--- src/rtl/pwr_pb_reset_sup.sv ---
module pwr_pb_reset_sup #(
  parameter int T_RST  = 40,
  parameter int T_OSC  = 24,
  parameter int T_PBDB = 16
) (
  input  logic clk,
  input  logic rst_n,
  input  logic pwr_fail_i,
  input  logic osc_off_i,
  input  logic pin_i,
  output logic pin_pd_o,
  output logic inhibit_o
);
  localparam int LONG_HOLD = T_RST + T_OSC;
  localparam int MAX_CNT   = (LONG_HOLD > T_PBDB) ? LONG_HOLD : T_PBDB;
  localparam int CW        = $clog2(MAX_CNT + 1);
  localparam int SYNC_LAT  = 2;
  localparam logic [CW-1:0] RST_LD   = CW'(T_RST - 1);
  localparam logic [CW-1:0] LONG_LD  = CW'(LONG_HOLD - 1);
  localparam logic [CW-1:0] PBDB_LD  = CW'(T_PBDB - 1);
  localparam logic [CW-1:0] BLANK_LD = CW'(SYNC_LAT);

  typedef enum logic [2:0] {
    IDLE, PF_ACTIVE, PF_HOLD, PB_DEBOUNCE1, PB_WAIT_RELEASE, PB_DEBOUNCE2
  } state_t;

  state_t        st, st_nxt;
  logic [CW-1:0] cnt, cnt_nxt;
  logic          held, held_nxt;
  logic          pin_m, pin_s, pin_prev;
  logic          pin_fall;

  always_ff @(posedge clk or negedge rst_n)
    if (!rst_n) {pin_m, pin_s, pin_prev} <= 3'b111;
    else        {pin_m, pin_s, pin_prev} <= {pin_i, pin_m, pin_s};

  assign pin_fall = pin_prev & ~pin_s;

  always_comb begin
    st_nxt   = st;
    cnt_nxt  = cnt;
    held_nxt = held;
    case (st)
      IDLE:
        if (pin_fall) begin
          st_nxt  = PB_DEBOUNCE1;
          cnt_nxt = PBDB_LD;
        end
      PF_ACTIVE: begin
        st_nxt  = PF_HOLD;
        cnt_nxt = osc_off_i ? LONG_LD : RST_LD;
      end
      PF_HOLD:
        if (cnt == '0) st_nxt = IDLE;
        else           cnt_nxt = cnt - 1'b1;
      PB_DEBOUNCE1:
        if (cnt == '0) begin
          st_nxt   = PB_WAIT_RELEASE;
          cnt_nxt  = BLANK_LD;
          held_nxt = 1'b0;
        end else cnt_nxt = cnt - 1'b1;
      PB_WAIT_RELEASE:
        if (cnt != '0) cnt_nxt = cnt - 1'b1;
        else if (pin_s) begin
          st_nxt  = held ? PB_DEBOUNCE2 : IDLE;
          cnt_nxt = PBDB_LD;
        end else held_nxt = 1'b1;
      PB_DEBOUNCE2:
        if (cnt == '0) st_nxt = IDLE;
        else           cnt_nxt = cnt - 1'b1;
      default: st_nxt = PF_ACTIVE;
    endcase
    if (pwr_fail_i) st_nxt = PF_ACTIVE;
  end

  always_ff @(posedge clk or negedge rst_n)
    if (!rst_n) begin
      st   <= PF_ACTIVE;
      cnt  <= '0;
      held <= 1'b0;
    end else begin
      st   <= st_nxt;
      cnt  <= cnt_nxt;
      held <= held_nxt;
    end

  assign inhibit_o = (st != IDLE);
  assign pin_pd_o  = (st != IDLE) && (st != PB_WAIT_RELEASE);
endmodule

--- config.mk ---
export PLATFORM = sky130hd
export DESIGN_NAME = pwr_pb_reset_sup
export DESIGN_NICKNAME = d
export VERILOG_FILES = /design/src/rtl/pwr_pb_reset_sup.sv
export SDC_FILE = /design/constraint.sdc
export NUM_CORES = 1
export LEC_CHECK = 0
export BUFFER_PORTS_ARGS = -buffer_cell sky130_fd_sc_hd__clkbuf_2
export CAP_MARGIN = 40
export CORE_MARGIN = 1
export CORE_UTILIZATION = 51
export CTS_CLUSTER_SIZE = 16
export DETAILED_ROUTE_END_ITERATION = 8
export PLACE_DENSITY = 0.73
export SLEW_MARGIN = 20
export SYNTH_ARGS = -nofsm -noshare
export SYNTH_HDL_FRONTEND = slang
export SYNTH_SLANG_ARGS = --single-unit
export TNS_END_PERCENT = 20
--- constraint.sdc ---
create_clock -name clk -period 2.1 [get_ports clk]
set_input_delay 0.315 -clock clk [delete_from_list [all_inputs] [get_ports clk]]
set_output_delay 0.315 -clock clk [all_outputs]
set_load 0.02 [all_outputs]
# Word level (Yosys, flattened, before mapping)
# Cells that the tools add are included.
[classes]
addsub = 1
eq_ne = 17
n_mux = 19
n_bitwise = 2
reduce_logical = 11
[ops]
columns = ["op", "n"]
rows = [
  ["7-bit two-way mux", 5],
  ["7-bit case mux with 5 select lines", 1],
  ["3-bit two-way mux", 7],
  ["3-bit inequality test, second input constant", 6],
  ["3-bit case mux with 5 select lines", 1],
  ["2-bit inequality test, second input constant", 5],
  ["4-bit AND reduction", 2],
  ["7-bit zero test", 1],
  ["7-bit nonzero test", 1],
  ["7-bit by 1-bit subtractor with 7-bit output, second input constant", 1],
  ["3-bit by 2-bit equality test with 1-bit output, second input constant", 2],
  ["3-bit equality test, second input constant", 2],
  ["5-bit two-way mux", 1],
  ["5-bit AND reduction", 1],
  ["5-bit nonzero test", 1],
  ["3-bit by 1-bit equality test with 1-bit output, second input constant", 1],
  ["3-bit zero test", 1],
  ["1-bit two-way mux", 3],
  ["3-bit by 1-bit inequality test with 1-bit output, second input constant", 1],
  ["3-bit nonzero test", 1],
  ["1-bit case mux with 2 select lines", 1],
  ["2-bit nonzero test", 1],
  ["2-bit OR reduction", 1],
  ["1-bit bitwise AND", 1],
  ["other kinds (2)", 2],
]
[word_totals]
ff_bits = 14
inputBits = 5
output_inout_bits = 2
elab_cells = 56

# Logic depth before layout (Yosys ltp)
[logic_depth]
depth_word = 5
ltp_mapped = 7
mapped_depth_nobuf = 6

# Worst setup path after synthesis
# No wires, ideal clock.
[synth_timing]
path_type = "reg2reg"
start = "register cnt[0]"
end = "register cnt[2]"
setup_ns = 0.138
t_arrival_ns = 1.986
t_required_ns = 1.962
setup_slack_ns = -0.023
path_stages_with_launch = 8
path_buffers = 1
synth_period_minus_slack_ns = 2.123
path_cell_list = "dfrtp_1 -> inv_1 -> ha_1 -> or4b_1 -> buf_2 -> or3_4 -> a32oi_4 -> a221oi_1"
[synth_via]
elab_chain_len = 3
word_cells_on_any_way = 10
classes_between = "add/sub: 1; eq/ne: 2; mux: 4; reduce/logical: 3"
[synth_lines]
columns = ["item", "line_no", "text"]
rows = [
  ["start: declaration", "28", "logic [CW-1:0] cnt, cnt_nxt;"],
  ["start signal: assignment", "83", "cnt <= cnt_nxt;"],
  ["7-bit by 1-bit subtractor with 7-bit output, or another cell as far along", "n/a", ""],
  ["7-bit two-way mux, or another cell as far along", "54, 69", ""],
  ["7-bit case mux with 5 select lines or 4-bit AND reduction (tied branches)", "n/a", ""],
]
# Parallel ways exist; a longest one is shown, timed or not. The select of a mux whose other input is x is not followed.
# A chain may end at the register's enable or synchronous reset.

# Worst setup path in the final report
[layout_timing]
start = "register cnt[0]"
end = "register cnt[5]"
# Same word-level chain as after synthesis.

==> results_tabular.tex <==
\begin{tabular}{lr}
\hline
Metric & Value \\
\hline
\multicolumn{2}{l}{\textbf{Power}} \\
\quad Power share of the clock group & about a quarter \\
\quad Power Internal & 0.530 mW \\
\quad Sw power & approximately 0.26 mW \\
\quad Worst ir drop on vdd & 641 uV \\
\quad Part of the total power dissipated in sequential elements & 46.6\% \\
\quad Relative contribution of combinational cells to total power & 29.0\% \\
\quad Reported leakage power & 0.435 nW \\
\quad Power Density & 782 nW/um2 \\
\quad Switching fraction of total power & between 30\% and 40\% \\
\multicolumn{2}{l}{\textbf{Placement}} \\
\quad RePlAce Congestion & between 0.8 and 0.9 \\
\quad Worst setup slack after placement & 33.9 ps \\
\quad Number of buffer cells added on primary ports & 6 \\
\quad Post-DP HPWL & 1280 um \\
\multicolumn{2}{l}{\textbf{GRT}} \\
\quad GRT overflow & 0 \\
\quad Initial antenna violation count & 0 \\
\quad Global router's overall resource usage & 22.8\% \\
\quad First-pass GRT wire length & 3080 um \\
\quad Maximum number of pins on one net before global-route repair & 15 \\
\quad Vias in the first global route & 711 \\
\multicolumn{2}{l}{\textbf{Timing}} \\
\quad Slew at the pin closest to its max-slew limit & about 450 ps \\
\quad Max Slew Vio Count & 0 \\
\quad Time the final worst path needs with I/O delays and setup & 2050 ps \\
\quad Share of the clock period used by the worst path after layout & between 90\% and 100\% \\
\quad Final setup violating endpoints & 0 \\
\quad Worst Skew & 2.79 ps \\
\quad Worst-case headroom to the max-slew limit & between 60\% and 70\% \\
\quad Count of final hold-check violations & 0 \\
\quad Final worst setup slack & 47.2 ps \\
\quad Setup repair after global routing missed its margin & true \\
\quad Upper clock frequency limit & 487 MHz \\
\multicolumn{2}{l}{\textbf{CTS}} \\
\quad Level count of the clock H-tree & 1 \\
\quad CTS Buf Count & 3 \\
\quad TritonCTS clock tree & done \\
\quad Num Clock Sinks & 14 \\
\quad Maximum buffer depth of the clock tree & 2 \\
\quad Root Driver & sky130\_fd\_sc\_hd\_\_clkbuf\_4 \\
\quad Clock input transition at the sequential cells of the worst setup and hold paths & 80 ps \\
\quad Worst-Skew Late Latency & 280 ps \\
\multicolumn{2}{l}{\textbf{Synth}} \\
\quad Yosys cell types & 36 \\
\quad Post-synthesis net count & 98 \\
\quad Post-Synthesis Mean Instance Area & 9.15 um2 \\
\quad Synthesized cell area & roughly 840 um2 \\
\quad Cell count after synthesis & 92 \\
\quad Proportion of synthesized flip-flops having asynchronous set or reset & between 90\% and 100\% \\
\quad Sequential share of the synthesized area & 42.2\% \\
\quad Synthesis warning total & 0 \\
\quad Synth Register Bits & 14 \\
\quad Most used flip-flop cell after synthesis & sky130\_fd\_sc\_hd\_\_dfrtp\_1 \\
\quad Number of enable-type register cells in the synthesized netlist & 0 \\
\multicolumn{2}{l}{\textbf{Floorplan}} \\
\quad Die area & 1820 um2 \\
\quad Area of the core region & 1520 um2 \\
\quad Width of the die & 42.6 um \\
\quad Number of placed I/O pins & 7 \\
\quad Die Y-Extent & roughly 43 um \\
\quad Initial cell density of the core & between 50\% and 60\% \\
\quad Site Rows & 14 \\
\multicolumn{2}{l}{\textbf{Setup path}} \\
\quad Crit start category & flip-flop \\
\quad Crit path DAT & 2280 ps \\
\quad Kind of capture point of the worst setup path & flip-flop \\
\quad Required time of the critical path & 2320 ps \\
\quad Worst setup path category & flip-flop to flip-flop \\
\quad Worst-path maximum fanout & 6 \\
\multicolumn{2}{l}{\textbf{Cells and area}} \\
\quad Antenna cell count & 0 \\
\quad Nets@finish & 114 \\
\quad Fraction of layout instances using a drive strength above 1 & 29.9\% \\
\quad Layout Utilization & 66.3\% \\
\quad Growth of design area from synthesis to finish & 20.1\% \\
\multicolumn{2}{l}{\textbf{Routing}} \\
\quad Final routed wire length divided by cell count & 14.5 um \\
\quad Total iterations of the first detailed-routing run & 4 \\
\quad Count of vias placed by the detailed router & between 700 and 800 \\
\quad Detail Route Antenna Nets & 0 \\
\quad Count of unresolved DRC violations after routing & 0 \\
\quad Vias per std cell & 6.32 \\
\quad Iteration-0 DRC Markers & 19 \\
\quad Wire length reported by the detailed router & around 1800 um \\
\multicolumn{2}{l}{\textbf{Hold path}} \\
\quad Min-Delay Path Class & primary input to flip-flop \\
\multicolumn{2}{l}{\textbf{Status}} \\
\quad Result of the run & complete, no violations \\
\multicolumn{2}{l}{\textbf{Run}} \\
\quad Number of maximum-capacitance violations & 0 \\
\hline
\end{tabular}
-- power groups by stage --
stage | clock network (mW) | registers (mW) | logic, mW
after floorplan | 0 | 0.349 | 0.145
after global placement | 0 | 0.367 | 0.183
after detailed placement | 0 | 0.368 | 0.185
after CTS | 0.197 | 0.363 | 0.188
after global routing | 0.207 | 0.377 | 0.257
final | 0.193 | 0.368 | 0.229
-- cells in the final DEF, fill, tap and decap left out, drive strengths merged --
cell type and instances:
a221o 2, o211a 1, and3 1, xnor2 2
a21oi 3, ha 1, xor2 1, a211oi 2
o211ai 2, o21ai 4, buf 8, nor2b 1
dfrtp 10, or3 1, a32oi 1, dfstp 4
nand3 3, dlygate4sd3 1, a31oi 2, or4 1
nor4 1, inv 10, a221oi 3, nor2 11
nand2 4, o2111ai 1, nand2b 3, mux2i 1
or2 2, or4b 1, o31ai 1, clkbuf 10
nor4b 1, a22oi 2, nor3 2, o22ai 2
o311a 1
-- repair_timing --
| item | 4_1_cts | 5_1_grt |
|---|---|---|
| hold buffers | 1 | 0 |
| buffers inserted | 0 | 3 |
| endpoints found under the setup margin | 0 | 7 |
| endpoints found under the hold margin | 10 | 0 |
| gates resized for setup | 0 | 7 |
-- final timing paths --
path / startpoint / endpoint / cells past startpoint / slack (ps)
setup reg to reg: cnt[0] / cnt[5] / 6 / 50
max in group asynchronous: rst_n / st[0] / 2 / 1350
hold reg to reg: pin_m / pin_s / 0 / 360
min in group asynchronous: rst_n / cnt[3] / 2 / 460
setup / recovery: cnt[0] / cnt[5] / 6 / 50
hold / removal: pin_i / pin_m / 1 / 100
-- routing by layer --
| metal | global-route usage [%] | part of all wire (%) | wire length (um) | vias to the layer above |
|---|---|---|---|---|
| met4 | 15.0 | 2.1 | 38 | 0 |
| met3 | 2.59 | 7.2 | 128 | 5 |
| li1 | - | - | - | 370 |
| met2 | 31.5 | 45 | 799 | 41 |
| met1 | 33.1 | 46 | 819 | 361 |
| met5 | 0 | 0 | 0 | - |
-- through the flow --
stage / std cells / cell area (um2) / TNS (ps) / power, mW / hold WS, ps
global placement: 115 / 913 / 0 / 0.550 / 237
floorplan: 92 / 842 / 0 / 0.494 / 19.4
detailed placement: 115 / 913 / 0 / 0.553 / 240
CTS: 120 / 960 / 0 / 0.748 / 99.1
finish: 123 / 1010 / 0 / 0.791 / 104
global route: 123 / 1010 / -91.3 / 0.841 / 90.1
-- critical path, cell delays in order (launching register included) --
cell and delay [ps]:
sky130_fd_sc_hd__dfrtp_1 410, sky130_fd_sc_hd__inv_2 90, sky130_fd_sc_hd__ha_4 130, sky130_fd_sc_hd__or4b_4 460, sky130_fd_sc_hd__or3_4 350, sky130_fd_sc_hd__a32oi_4 330, sky130_fd_sc_hd__a221o_1 220
-- cells in the mapped netlist, types with 2 or more instances --
library cell	number	area, um2
sky130_fd_sc_hd__a22oi_1	2	15.0
sky130_fd_sc_hd__nand2_1	4	15.0
sky130_fd_sc_hd__o211ai_1	2	15.0
sky130_fd_sc_hd__o21ai_0	4	20.0
sky130_fd_sc_hd__nor3_1	2	10.0
sky130_fd_sc_hd__nor2_1	11	41.3
sky130_fd_sc_hd__a211oi_1	2	15.0
sky130_fd_sc_hd__o22ai_1	2	12.5
sky130_fd_sc_hd__clkbuf_1	3	11.3
sky130_fd_sc_hd__nand2b_1	3	18.8
sky130_fd_sc_hd__xnor2_1	2	17.5
sky130_fd_sc_hd__nand3_1	3	15.0
sky130_fd_sc_hd__or2_2	2	12.5
sky130_fd_sc_hd__dfstp_2	4	105
sky130_fd_sc_hd__a221o_1	2	20.0
sky130_fd_sc_hd__a221oi_1	3	26.3
sky130_fd_sc_hd__inv_1	10	37.5
sky130_fd_sc_hd__a31oi_1	2	12.5
sky130_fd_sc_hd__a21oi_1	3	15.0
sky130_fd_sc_hd__dfrtp_1	10	250
-- cell type report --
| type | instances | area, um2 |
|---|---|---|
| inverters | 10 | 37.5 |
| clock buffers | 4 | 36.3 |
| fillers | 129 | 513 |
| well taps | 16 | 20.0 |
| flip-flops and latches | 14 | 355 |
| repair buffers | 15 | 100 |
| multi-input cells | 64 | 462 |
-- sequential cells by signal, indices dropped and copies added, names as in the netlist --
| name | cells |
|---|---|
| pin_prev | 1 |
| cnt | 7 |
| pin_m | 1 |
| st | 3 |
| held | 1 |
| pin_s | 1 |
-- cell families after synthesis --
group	after synthesis	share of synthesized area [%]
buffers and inverters	14	6.39
AO/OA/AOI/OAI	27	25.6
adder cells (fa/ha/maj)	1	1.49
XOR/XNOR	3	3.12
multiplexers	1	1.19
flip-flops	14	42.2
AND/OR/NAND/NOR	32	20.1
(Power assumes the default switching activity.)
